## config.mk

```make
export PLATFORM = sky130hd
export DESIGN_NAME = split_word_lcd_tx
export DESIGN_NICKNAME = d
export VERILOG_FILES = /design/src/rtl/split_word_lcd_tx.sv
export SDC_FILE = /design/constraint.sdc
export NUM_CORES = 1
export LEC_CHECK = 0
export BUFFER_PORTS_ARGS = -buffer_cell sky130_fd_sc_hd__buf_2
export CORE_UTILIZATION = 45
export DETAILED_ROUTE_END_ITERATION = 8
export PLACE_DENSITY_LB_ADDON = 0.05
export SETUP_SLACK_MARGIN = 0.2
export SYNTH_ARGS = -nofsm -noshare
export SYNTH_HDL_FRONTEND = slang
export SYNTH_SLANG_ARGS = --single-unit
```

## constraint.sdc

```tcl
create_clock -name clk -period 1.1 [get_ports clk]
set_clock_uncertainty 0.1 [all_clocks]
set_input_delay 0.055 -clock clk [delete_from_list [all_inputs] [get_ports clk]]
set_output_delay 0.055 -clock clk [all_outputs]
set_load 0.005 [all_outputs]
```

## src/rtl/split_word_lcd_tx.sv

```systemverilog
module split_word_lcd_tx #(
  parameter int CLK_PS   = 10000,
  parameter int WRITE_PS = 70000
) (
  input  logic        clk,
  input  logic        rst_n,
  input  logic        go,
  input  logic [15:0] word_in,
  input  logic        rs_in,
  output logic        busy,
  output logic [7:0]  lcd_data,
  output logic        lcd_le,
  output logic        lcd_rs,
  output logic        lcd_wr_n
);
  // window length, at least 4 cycles so the strobe edges fit
  localparam int RAW  = (WRITE_PS + CLK_PS - 1) / CLK_PS;
  localparam int NCYC = (RAW < 4) ? 4 : RAW;
  localparam int CW   = $clog2(NCYC);
  localparam logic [CW-1:0] LAST     = CW'(NCYC - 1);
  localparam logic [CW-1:0] LO_START = CW'(2);

  logic [CW-1:0] cnt;
  logic [15:0]   word_q;
  logic          rs_q;
  logic          lo_phase;

  always_ff @(posedge clk) begin
    if (!rst_n) begin
      busy   <= 1'b0;
      cnt    <= '0;
      word_q <= '0;
      rs_q   <= 1'b0;
    end else if (!busy) begin
      if (go) begin
        busy   <= 1'b1;
        cnt    <= '0;
        word_q <= word_in;
        rs_q   <= rs_in;
      end
    end else if (cnt == LAST) begin
      busy <= 1'b0;
      cnt  <= '0;
    end else begin
      cnt <= cnt + 1'b1;
    end
  end

  assign lo_phase = busy && (cnt >= LO_START);
  assign lcd_le   = busy && (cnt == '0);
  assign lcd_data = !busy ? 8'h00 : (lo_phase ? word_q[7:0] : word_q[15:8]);
  assign lcd_rs   = busy & rs_q;
  assign lcd_wr_n = !(lo_phase && (cnt != LAST));

  assert_idle_R1: assert property (@(posedge clk) disable iff (!rst_n)
    !busy |-> (lcd_wr_n && !lcd_le && lcd_data == 8'h00 && !lcd_rs));

  assert_busy_hold_R2: assert property (@(posedge clk) disable iff (!rst_n)
    (busy && cnt != LAST) |=> busy);

  assert_le_close_R3: assert property (@(posedge clk) disable iff (!rst_n)
    $fell(lcd_le) |-> (busy && $stable(lcd_data)));

  assert_wr_rise_stable_R5: assert property (@(posedge clk) disable iff (!rst_n)
    $rose(lcd_wr_n) |-> (busy && $stable(lcd_data) && $stable(lcd_rs)));

  assert_rs_steady_R6: assert property (@(posedge clk) disable iff (!rst_n)
    (busy && $past(busy)) |-> $stable(lcd_rs));

  assert_drop_go_R8: assert property (@(posedge clk) disable iff (!rst_n)
    (busy && go) |=> ($stable(word_q) && $stable(rs_q)));

  assert_le_wr_excl_R10: assert property (@(posedge clk) disable iff (!rst_n)
    !(lcd_le && !lcd_wr_n));
endmodule

```

After elaboration in Yosys (flattened, before gate mapping) --
Cells that the tools add are included.
Cells by class: $add $sub $neg 1, multipliers 0, divide/modulo/power cells 0, $lt $le $gt $ge 1, equality and inequality tests 2, shift operators 0, mux-type cells 8, bitwise logic cells 2, reductions and logical operators 7
Operators with widths (number):
- $mux W8 | 2
- $mux W3 | 3
- $add A3 B1 Y3 const B | 1
- $eq A3 B3 Y1 const B | 1
- $ge A3 B2 Y1 const B | 1
- $logic_and A1 B1 Y1 | 3
- $logic_not A3 Y1 | 1
- $mux W1 | 3
- $ne A3 B3 Y1 const B | 1
- $reduce_and A2 Y1 | 1
- $reduce_bool A2 Y1 | 1
- $and A1 B1 Y1 | 1
- $logic_not A1 Y1 | 1
- $not A1 Y1 | 1
Storage, ports and cells: bits in registers 21, latch bits 0, memory bits (writable) 0, bits in read-only memories 0, output and inout bits 12, memories 0

Longest topological paths before layout --
Gate-level depths: netlist of the first run.
depth after elaboration 4, gate-level depth with buffers 6, depth with buffers taken out 3

Worst setup path after synthesis of the first run --
Ideal clock, no wire load.
path kind register -> register, start register busy, end register rs_q, setup time 0.118 ns, arrival 0.944 ns, required time 0.882 ns, setup slack -0.062 ns, stages on the path, launching flop included 7, path buffers 3, cell sequence dfxtp_1 -> buf_6 -> nand2b_1 -> buf_6 -> buf_8 -> nand2_1 -> a21boi_2
On the way: cells in the longest elaborated chain, start to end 2
RTL lines:
- from (decl) | line 10 | output logic busy,
- from (signal assigned) | line 30 | busy <= 1'b0;
- from (signal assigned) | line 36 | busy <= 1'b1;
- from (signal assigned) | line 42 | busy <= 1'b0;
- $not A1 Y1 (no line)
- $reduce_and A2 Y1 (no line)
- to (signal assigned) | line 39 | rs_q <= rs_in;
- to (decl) | line 25 | logic rs_q;
No other way between the ends. A chain may end at the register's enable or synchronous reset.

Worst setup path after layout of the first run --
start register cnt[2], end output port lcd_wr_n
On the way: cells in the longest elaborated chain, start to end 4
RTL lines:
- from (decl) | line 23 | logic [CW-1:0] cnt;
- from (signal assigned) | line 45 | cnt <= cnt + 1'b1;
- $ge A3 B2 Y1 | line 49 | assign lo_phase = busy && (cnt >= LO_START);
- $logic_and A1 B1 Y1 | line 49
- $logic_and A1 B1 Y1 * | line 53 | assign lcd_wr_n = !(lo_phase && (cnt != LAST));
- $logic_not A1 Y1 * | line 53
- to (decl) | line 14 | output logic lcd_wr_n
Mark *: on every way between the ends. The rest lies on a longest branch, timed or not.

==> results of run 1 <==
==> cells by family after synthesis <==
group	after synthesis	synth area share
buf+inv	10	0.0724
simple gates	57	0.236
flops	21	0.399
compound gates	40	0.292
==> path summary, 6_finish.rpt <==
| path | from | endpoint | slack [ns] | cells after the start |
|---|---|---|---|---|
| worst max-delay path | cnt[2]$_SDFFE_PN0P_ | lcd_wr_n | -0.41 | 4 |
| worst min-delay path | rst_n | busy$_SDFF_PN0_ | 0.02 | 3 |
| worst max register to register | busy$_SDFF_PN0_ | cnt[1]$_SDFFE_PN0P_ | -0.18 | 6 |
| worst min register to register | word_q[6]$_SDFFE_PN0P_ | word_q[6]$_SDFFE_PN0P_ | 0.38 | 2 |
==> repair_timing <==
item	4_1_cts	5_1_grt
endpoints found under the setup margin	32	33
pin swaps	19	14
buffers inserted	5	5
hold buffers	17	0
resized for setup	59	24
hold endpoints to repair	17	0
cloned	4	1
==> power breakdown <==
group,internal [uW],total (uW),switching (uW)
combinational,244,422,178
clock,136,394,258
sequential,798,837,39.2
total,1180,1650,475
==> metal layers <==
| layer | wire [um] | part of all wire |
|---|---|---|
| met1 | 1440 | 0.43 |
| met2 | 1690 | 0.51 |
| met3 | 163 | 0.049 |
| met4 | 21 | 0.0063 |
| met5 | 0 | 0 |
==> state kept, by name, summed over array words and instances, names as in the netlist <==
name / count
word_q: 16
rs_q: 1
busy: 1
cnt: 3
==> cells in the final DEF, fill, tap and decap left out <==
cell type	n
a21boi_1	12
a21boi_2	16
a21oi_1	1
and2_4	1
buf_2	28
buf_4	9
buf_6	14
buf_8	1
clkbuf_4	3
clkinv_2	1
dfxtp_1	18
dfxtp_4	3
dlygate4sd3_1	17
nand2_1	18
nand2_2	27
nand2b_4	3
nand3b_1	1
nand4b_1	1
nor2_2	2
nor2_4	2
nor2b_4	3
nor3b_4	1
o21ai_0	2
o21ai_1	8
o21ai_4	1
or3b_4	1
==> layout make-up <==
| class | count | area share |
|---|---|---|
| multi-input cells | 100 | 0.418 |
| repair buffers | 69 | 0.307 |
| flip-flops and latches | 21 | 0.240 |
| well taps | 28 | 0.0195 |
| clock buffers | 3 | 0.0125 |
| clock inverters | 1 | 0.00279 |
==> worst register-to-register path: stages (launching register included) <==
cell and delay, ns:
dfxtp_4 0.39, buf_6 0.14, buf_6 0.11, buf_8 0.12, nor2_4 0.10, o21ai_1 0.07
a21boi_1 0.17
==> metrics by stage <==
step	power, uW	hold WS, ns	setup TNS (ns)
global placement	1080	0.195	-0.508
floorplan	1020	0.0898	-0.274
CTS	1600	0.0347	-4.94
global route	1720	0.0529	-8.00
detailed placement	1090	0.214	-1.16
finish	1650	0.0178	-6.62
==> results.env, run 1 <==
RUN_STATUS='finished, violations left'
VIOLATIONS='negative setup slack'
POSTLAYOUTCOREUTIL=0.812
PLACEMENT.SETUP.WORST_SLACK_NS=-0.0919
POST_SYNTH_MOST_FREQUENT_CELLS='45 x nand2_1, 21 x dfxtp_1, 18 x a21boi_0'
LIBRARY_CELL_CONTRIBUTING_THE_LARGEST_SINGLE_DELAY_ON_THE_CRITICAL_PATH='dfxtp_4'
DIEWIDTH_UM=50.4
ANTENNA_FOUND_INITIAL=0
SHARE_OF_FINAL_LAYOUT_STANDARD_CELLS_STRONGER_THAN_DRIVE_STRENGTH_1=0.598
FINALCRITPERIODSHARE=1.37
GRT_FIRST_PASS_WIRELENGTH_UM=4950
CTS_SINKS=21
WORST_PIN_SLEW_NS=0.349
POST-PLACE-CELLS=186
DRT_WL_TOTAL_UM=3310
VIA_PER_INST=5.24
ANT_NETS=0
SYNTH.AREA.TOP_CELLS='dfxtp_1 40%, nand2_1 16%, a21boi_0 13%, a21boi_2 11%, o21ai_0 5.2%'
YS_SEQ_AREA_FRAC=0.399
GRT_UTIL_MET2=0.471
DETAIL_ROUTE.ITER0.VIOLATIONS=41
MAPPEDNETLISTAREA_SQ_UM=1050
AREA_GROWTH_PCT=70.4
VIAS_IN_THE_FIRST_GLOBAL_ROUTE=1067
SLEW_HEADROOM=0.767
SYN_NETS=148
WORST_SKEW_PAIR.LATE_LATENCY_NS=0.31
SYN_INST=128
MAX_STAGE_DELAY_NS=0.40
CLOCK_PATH_BUFFERS=2
POST-ROUTE-DRC-COUNT=0
SYNTH.YOSYS.WARNINGS=0
FP-ROW-COUNT=17
MAXSLEWVIOLCOUNT=0
FINAL.SETUP.WORST_SLACK_NS=-0.411
BOUNDARYPINS=32
CP_DATA_ARRIVAL_TIME_NS=1.36
CTS_TREE='done'
GLOBAL_ROUTE.USAGE.TOTAL=0.267
HOLD_PATH_CLASS='in2reg'
DIEAREA_SQ_UM=2540
FINALHOLDVIOLCOUNT=0
GRT_MAX_DEGREE=22
CRITICAL_PATH.ENDPOINT_TYPE='primary output'
YS_FF_LATCH=21
RSZ0062_AT_GRT='yes'
FINAL.FILL_COUNT=146
ROUTE.DETAILED.WL_PER_INST_UM=14.9
CTS_MADE_BUFFERS=3
WORST_PATH_CELL_TRACE='nand2_2, nor2_2, or3b_4, buf_6'
MULTI_INPUT_GATE_AREA_IN_THE_FINAL_LAYOUT_SQ_UM=751
SYNTH_TOP_CELL_BY_AREA='dfxtp_1'
GRT.OVERFLOW.TOTAL=0
FINISH.CELL_COUNT_WITHOUT_FILLERS=222
CRITPATHTOPFAMILY='simple AND/OR/NAND/NOR gates'
PORTBUFFERS=31
NUMBER_OF_BUFFER_AND_INVERTER_STAGES_ON_THE_CRITICAL_PATH=1
POWER_DENSITY_nW_PER_UM2=921
YS.FLOP_TYPE='dfxtp_1'
SETUP.WORST_PATH.CLASS='reg2out'
NUM_VIAS=1164
SYNTH.TOP_CELL.AREA_SHARE=0.399
TOTAL_AREA_OF_SEQUENTIAL_CELLS_SQ_UM=432
POSTLAYOUTCELLAREA_SQ_UM=1800
CRITICAL_PATH_PEAK_FANOUT=6
LAYOUT_MIN_CYCLE_TIME_NS=1.51
FP.DIEH_UM=50.4
FINAL_NET_COUNT=215
CORE_OUTLINE_AREA_SQ_UM=2210
STATIC-LEAKAGE-POWER_uW=0.000740
FINAL_GP_CONGESTION=0.754
CRITPATHLAUNCHTYPE='flop'
PATH_CLK_SLEW_NS=0.12
GRTUSAGEMET3=0.0394
YS_ASYNC_SR_FRACTION=0
SYNTH-EDFF-COUNT=0
GR-USAGE-MET1=0.313
SYNTH_CELL_TYPES=21
CTS.ROOT.BUFFER_CELL='clkbuf_4'
TIMING_LIMITED_MAXIMUM_FREQUENCY_MHz=662
DRT_FIRST_PASS_ITERS=4
POST_PLACEMENT_CELL_AREA_SQ_UM=1280
YOSYSMOSTFREQUENTCELL='nand2_1'
IR_DROP_V=0.000769
DETAILED_PLACEMENT_WIRELENGTH_ESTIMATE_UM=1670
FLOORPLAN.INITIALDENSITY=0.476
CLOCK_TREE.HTREE_LEVEL_COUNT=1
CRIT_REQUIRED_NS=0.94
POST_SYNTH.CELL_AREA_AVG_SQ_UM=8.23
FINAL-SETUP-VIOL-COUNT=32
ANTENNA_CELLS_INSERTED=0
GRT-BUSIEST-LAYER='met2'
MAX-CAP-VIOLATIONS=0
(Power assumes the default switching activity.)
==> run 2: changes to the inputs <==
- ABC_AREA: unset -> 1
- CAP_MARGIN: unset -> 20
- CORE_UTILIZATION: 45 -> 43
- HOLD_SLACK_MARGIN: unset -> 0.1
==> results.env, run 2 <==
DETAIL_ROUTE.ITER0.VIOLATIONS=28
POST_PLACEMENT_CELL_AREA_SQ_UM=1120
TIMING.HOLD.WORST.START='rst_n'
WORST_PIN_SLEW_NS=0.443
FP.DIEH_UM=48.6
SYNTH.YOSYS.WARNINGS=0
CORE_OUTLINE_AREA_SQ_UM=2000
SLEW_HEADROOM=0.705
NUMBER_OF_BUFFER_AND_INVERTER_STAGES_ON_THE_CRITICAL_PATH=2
DIEAREA_SQ_UM=2360
WORST_PATH_CELL_TRACE='nor2_4, buf_12, nor2_4, nand2_1, nand2_1, buf_2'
NUMBER_OF_FLIP_FLOPS_IN_THE_LARGEST_REGISTER=16
RUN_STATUS='finished, violations left'
R2R_SETUP_SLACK_NS=-0.17
BIGGESTREGSBYFLOPS='word_q (16), cnt (3)'
PLACEMENT.SETUP.WORST_SLACK_NS=0.000362
POST_SYNTH_MOST_FREQUENT_CELLS='35 x nor2_1, 25 x nand2_1, 21 x dfxtp_1'
YS_ASYNC_SR_FRACTION=0
VIA_PER_INST=5.13
VIAS_IN_THE_FIRST_GLOBAL_ROUTE=1083
PATH_CLK_SLEW_NS=0.13
FINALCRITPERIODSHARE=1.28
SYNTH_CELL_TYPES=16
FINISH.CELL_COUNT_WITHOUT_FILLERS=219
FLOORPLAN.INITIALDENSITY=0.466
CLOCK_PATH_BUFFERS=2
LIBRARY_CELL_CONTRIBUTING_THE_LARGEST_SINGLE_DELAY_ON_THE_CRITICAL_PATH='dfxtp_2'
GRT_FIRST_PASS_WIRELENGTH_UM=4590
YS_SEQ_AREA_FRAC=0.450
STATIC-LEAKAGE-POWER_uW=0.000758
SYN_INST=130
WORST-R2R-CELL-COUNT=7
WORSTHOLDPATHCELLS=3
LARGEST-REGISTER='word_q'
CRITICAL_PATH.ENDPOINT_TYPE='primary output'
HOLD_PATH_CLASS='in2reg'
FINAL_COMMON_CELL='buf_2'
MOSTFREQUENTLAYOUTCELLS='30 x buf_2, 23 x nand2_1, 19 x nor2_1'
POSTLAYOUTCELLAREA_SQ_UM=1640
ANT_NETS=0
NUM_VIAS=1124
DETAILED_PLACEMENT_WIRELENGTH_ESTIMATE_UM=1390
SYNTH_TOP_CELL_BY_AREA='dfxtp_1'
FP-ROW-COUNT=16
SHARE_OF_FINAL_LAYOUT_STANDARD_CELLS_STRONGER_THAN_DRIVE_STRENGTH_1=0.469
MAPPEDNETLISTAREA_SQ_UM=933
BOUNDARYPINS=32
YS.FLOP_TYPE='dfxtp_1'
CTS_MADE_BUFFERS=3
CTS.ROOT.BUFFER_CELL='clkbuf_4'
CRITPATHTOPFAMILY='flip-flops'
PORTBUFFERS=31
CTS_SINKS=21
FINAL.SETUP.WORST_SLACK_NS=-0.306
DRT_FIRST_PASS_ITERS=4
FINAL-SETUP-VIOL-COUNT=31
DRT_WL_TOTAL_UM=2940
GRT_MAX_DEGREE=20
DIEWIDTH_UM=48.6
LAYOUT_MIN_CYCLE_TIME_NS=1.41
MAX_STAGE_DELAY_NS=0.38
CTS.HOLD.BUFFERS_ADDED=17
POWER_DENSITY_nW_PER_UM2=1060
SYN_NETS=150
CRITPATHLAUNCHTYPE='flop'
CRITICAL_PATH_PEAK_FANOUT=10
ANTENNA_CELLS_INSERTED=0
IR_DROP_V=0.00104
SYNTH.TOP_CELL.AREA_SHARE=0.450
POST-PLACE-CELLS=185
FINAL_GP_CONGESTION=0.790
WORST_SKEW_PAIR.LATE_LATENCY_NS=0.29
REG_TO_REG_STARTPOINT='busy$_SDFF_PN0_'
CRIT_REG_REG_ENDPOINT='word_q[6]$_SDFFE_PN0P_'
CTS_TREE='done'
TIMING_LIMITED_MAXIMUM_FREQUENCY_MHz=711
WORST_HOLD_PATH.ENDPOINT='word_q[1]$_SDFFE_PN0P_'
WHS_NS=0.0704
MAX-CAP-VIOLATIONS=0
MAXSLEWVIOLCOUNT=0
YS_FF_LATCH=21
ANTENNA_FOUND_INITIAL=0
GLOBAL_ROUTE.USAGE.TOTAL=0.251
CP_DATA_ARRIVAL_TIME_NS=1.25
FINAL_NET_COUNT=213
YOSYSMOSTFREQUENTCELL='nor2_1'
AREA_GROWTH_PCT=75.3
POST-ROUTE-DRC-COUNT=0
SYNTH-EDFF-COUNT=0
FINALHOLDVIOLCOUNT=0
POST_SYNTH.CELL_AREA_AVG_SQ_UM=7.18
SETUP.WORST_PATH.CLASS='reg2out'
GRT.OVERFLOW.TOTAL=0
CRIT_REQUIRED_NS=0.94
ROUTE.DETAILED.WL_PER_INST_UM=13.4
RSZ0062_AT_GRT='yes'
CLOCK_TREE.HTREE_LEVEL_COUNT=1
VIOLATIONS='negative setup slack'
SYNTH.AREA.TOP_CELLS='dfxtp_1 45%, nor2_1 14%, o21ai_0 10%, nand2_1 10%, nand3_1 5.4%'
FINALPOWER_uW=1740
## run 2: cell families after synthesis
family	share of synthesized area
flops	0.450
compound gates	0.123
simple gates	0.357
buf+inv	0.0697
## run 2: worst max-delay path by stage
stage                                      to                 from  cells after the start
after CTS                         lcd_data[3]  cnt[1]$_SDFFE_PN0P_                      6
final                             lcd_data[4]  cnt[1]$_SDFFE_PN0P_                      6
after global placement            lcd_data[7]  cnt[2]$_SDFFE_PN0P_                      5
after global routing              lcd_data[4]  cnt[1]$_SDFFE_PN0P_                      6
after detailed placement          lcd_data[7]  cnt[2]$_SDFFE_PN0P_                      5
after floorplan           cnt[2]$_SDFFE_PN0P_  cnt[1]$_SDFFE_PN0P_                      5
## run 2: timing repair
item,CTS,global route
setup buffers,6,1
gates resized for setup,30,24
pin swaps,7,4
setup endpoints to repair,33,33
endpoints found under the hold margin,19,8
cloned,5,1
## run 2: cell type report
type / instances / area (sq um)
Sequential cell: 21 / 427
Timing Repair inverter: 2 / 22.5
Inverter: 6 / 42.5
Multi-Input combinational cell: 101 / 634
Fill cell: 137 / 365
Timing Repair Buffer: 58 / 450
Clock buffer: 4 / 26.3
Tap cell: 27 / 33.8
## run 2: power breakdown
group	internal (uW)	total (uW)	switching, uW
logic	237	487	251
registers	822	877	54.5
clock network	141	376	235
## run 2: routing by layer
layer,track usage,vias to the layer above,wire [um],part of all wire
met1,0.306,531,1270,0.43
li1,-,552,-,-
met3,0.0440,6,119,0.040
met4,0.118,0,39,0.013
met5,0,-,0,0
met2,0.430,35,1510,0.51
## run 2: through the flow
step	setup TNS (ns)	utilization
floorplan	0	-
global placement	0	0.558
detailed placement	0	0.558
CTS	-4.63	0.768
global route	-7.45	0.818
finish	-5.44	0.818
## run 2: worst reg2reg max path, stage by stage, from the launching register on
cell     delay [ns]
dfxtp_4        0.42
inv_8          0.06
buf_6          0.12
buf_12         0.12
nand2_8        0.15
inv_8          0.08
nor2_2         0.09
nor2_1         0.05
==> run 3: changes to the inputs <==
- CORE_ASPECT_RATIO: unset -> 1.75
- CORE_UTILIZATION: 43 -> 35
==> results.env, run 3 (synthesized netlist as in run 2, its figures left out) <==
RUN_STATUS='finished, violations left'
VIOLATIONS='negative setup slack'
MOSTFREQUENTLAYOUTCELLS='31 x buf_2, 23 x nand2_1, 18 x nor2_1, 18 x dfxtp_1, 17 x dlygate4sd3_1'
FINAL-SETUP-VIOL-COUNT=28
CRITICAL_PATH.ENDPOINT_TYPE='primary output'
CLOCK_PATH_BUFFERS=2
FINAL_NET_COUNT=208
WORST_SKEW_PAIR.LATE_LATENCY_NS=0.26
CTS_TREE='done'
MAXSLEWVIOLCOUNT=0
FP.DIEH_UM=70.3
PATH_CLK_SLEW_NS=0.08
BOUNDARYPINS=32
FLOORPLAN.INITIALDENSITY=0.370
CP_DATA_ARRIVAL_TIME_NS=1.19
PORTBUFFERS=31
SLEW_HEADROOM=0.760
HOLD_PATH_CLASS='in2reg'
GRT.OVERFLOW.TOTAL=0
CTS_MADE_BUFFERS=3
DIEAREA_SQ_UM=2890
CLOCK_TREE.HTREE_LEVEL_COUNT=1
GRTUSAGEMET3=0.0286
FINAL_COMMON_CELL='buf_2'
R2R_SETUP_SLACK_NS=-0.07
POST-PLACE-CELLS=184
LAYOUT_MIN_CYCLE_TIME_NS=1.35
DRT_WL_TOTAL_UM=2700
FINALHOLDVIOLCOUNT=0
WORST_PATH_CELL_TRACE='nor2_4, buf_12, nor2_4, nand2_1, nand2_1, buf_2'
CORE_OUTLINE_AREA_SQ_UM=2520
IR_DROP_V=0.000674
POWER_DENSITY_nW_PER_UM2=1160
DETAIL_ROUTE.ITER0.VIOLATIONS=17
FP-ROW-COUNT=24
VIA_PER_INST=4.92
CRITICAL_PATH_PEAK_FANOUT=10
FINAL.SETUP.WORST_SLACK_NS=-0.248
CTS_SINKS=21
CRITPATHLAUNCHTYPE='flop'
CRIT_REQUIRED_NS=0.94
PLACEMENT.SETUP.WORST_SLACK_NS=-0.0141
AREA_GROWTH_PCT=64.3
GRT_FIRST_PASS_WIRELENGTH_UM=4130
NUMBER_OF_FLIP_FLOPS_IN_THE_LARGEST_REGISTER=16
POST-ROUTE-DRC-COUNT=0
DETAILED_PLACEMENT_WIRELENGTH_ESTIMATE_UM=1500
GRT-BUSIEST-LAYER='met2'
MAX_STAGE_DELAY_NS=0.38
POSTLAYOUTCOREUTIL=0.608
CRITPATHTOPFAMILY='flip-flops'
POSTLAYOUTCELLAREA_SQ_UM=1530
GRT_UTIL_MET2=0.356
DIEWIDTH_UM=41.0
LARGEST-REGISTER='word_q'
LIBRARY_CELL_CONTRIBUTING_THE_LARGEST_SINGLE_DELAY_ON_THE_CRITICAL_PATH='dfxtp_4'
DRT_FIRST_PASS_ITERS=4
ROUTE.DETAILED.WL_PER_INST_UM=12.7
ANTENNA_FOUND_INITIAL=0
BIGGESTREGSBYFLOPS='word_q (16), cnt (3)'
NUM_VIAS=1047
TIMING_LIMITED_MAXIMUM_FREQUENCY_MHz=742
VIAS_IN_THE_FIRST_GLOBAL_ROUTE=967
FINALCRITPERIODSHARE=1.23
SETUP.WORST_PATH.CLASS='reg2out'
MAX-CAP-VIOLATIONS=0
GRT_MAX_DEGREE=20
WHS_NS=0.0952
GR-USAGE-MET1=0.235
POST_PLACEMENT_CELL_AREA_SQ_UM=1120
STATIC-LEAKAGE-POWER_uW=0.000722
FINAL_GP_CONGESTION=0.747
ANTENNA_CELLS_INSERTED=0
CTS.ROOT.BUFFER_CELL='clkbuf_8'
FINISH.CELL_COUNT_WITHOUT_FILLERS=213
ANT_NETS=0
NUMBER_OF_BUFFER_AND_INVERTER_STAGES_ON_THE_CRITICAL_PATH=2
RSZ0062_AT_GRT='yes'
WORST_PIN_SLEW_NS=0.361
SHARE_OF_FINAL_LAYOUT_STANDARD_CELLS_STRONGER_THAN_DRIVE_STRENGTH_1=0.422
GLOBAL_ROUTE.USAGE.TOTAL=0.204
## run 3: cell types whose count changed in the layout (fill, tap and decap cells not counted), moves of 2 or more
cell      delta
o21ai_2      -6
buf_6        -2
clkbuf_4     -3
clkbuf_8     +3
o21ai_1      +5
nor2_2       +4
nor2_4       -3
## run 3: path summary, 6_finish.rpt
path,startpoint,to,cells after the start
max,cnt[1]$_SDFFE_PN0P_,lcd_data[6],6
min,go,busy$_SDFF_PN0_,3
max reg2reg,busy$_SDFF_PN0_,word_q[0]$_SDFFE_PN0P_,6
min reg2reg,word_q[0]$_SDFFE_PN0P_,word_q[0]$_SDFFE_PN0P_,2
## run 3: worst reg2reg max path, stage by stage (launching register included)
cell,delay (ns)
dfxtp_4,0.40
inv_8,0.06
buf_4,0.15
nand2_8,0.16
inv_8,0.08
nor2_1,0.09
nor2_1,0.05
## run 3: area by class of cell
| class | count | area, sq um |
|---|---|---|
| multi-input cells | 100 | 571 |
| repair inverters | 2 | 22.5 |
| fillers | 253 | 988 |
| well taps | 26 | 32.5 |
| clock buffers | 3 | 41.3 |
| clock inverters | 1 | 5.00 |
| flip-flops and latches | 21 | 429 |
| repair buffers | 54 | 390 |
| inverters | 6 | 42.5 |
## run 3: metal layers
| layer | part of all wire | routed length, um |
|---|---|---|
| met1 | 0.43 | 1160 |
| met2 | 0.52 | 1410 |
| met3 | 0.040 | 108 |
| met4 | 0.0078 | 21 |
| met5 | 0 | 0 |
## run 3: per-stage QoR
step	TNS (ns)	total power (uW)
2_1_floorplan	0	1050
3_3_place_gp	0	1130
3_5_place_dp	-0.0281	1140
4_1_cts	-2.49	1760
5_1_grt	-4.16	1880
6_report	-3.13	1790
## run 3: power breakdown
part / switching, uW / internal, uW
Sequential: 50.3 / 820
Combinational: 220 / 196
Clock: 248 / 252
## run 3: repair_timing
item	in CTS	in global routing
pin swaps	6	3
resized for setup	25	14
setup buffers	3	0
endpoints found under the setup margin	33	33
hold buffers	17	0
gates cloned	4	1
hold endpoints to repair	18	0
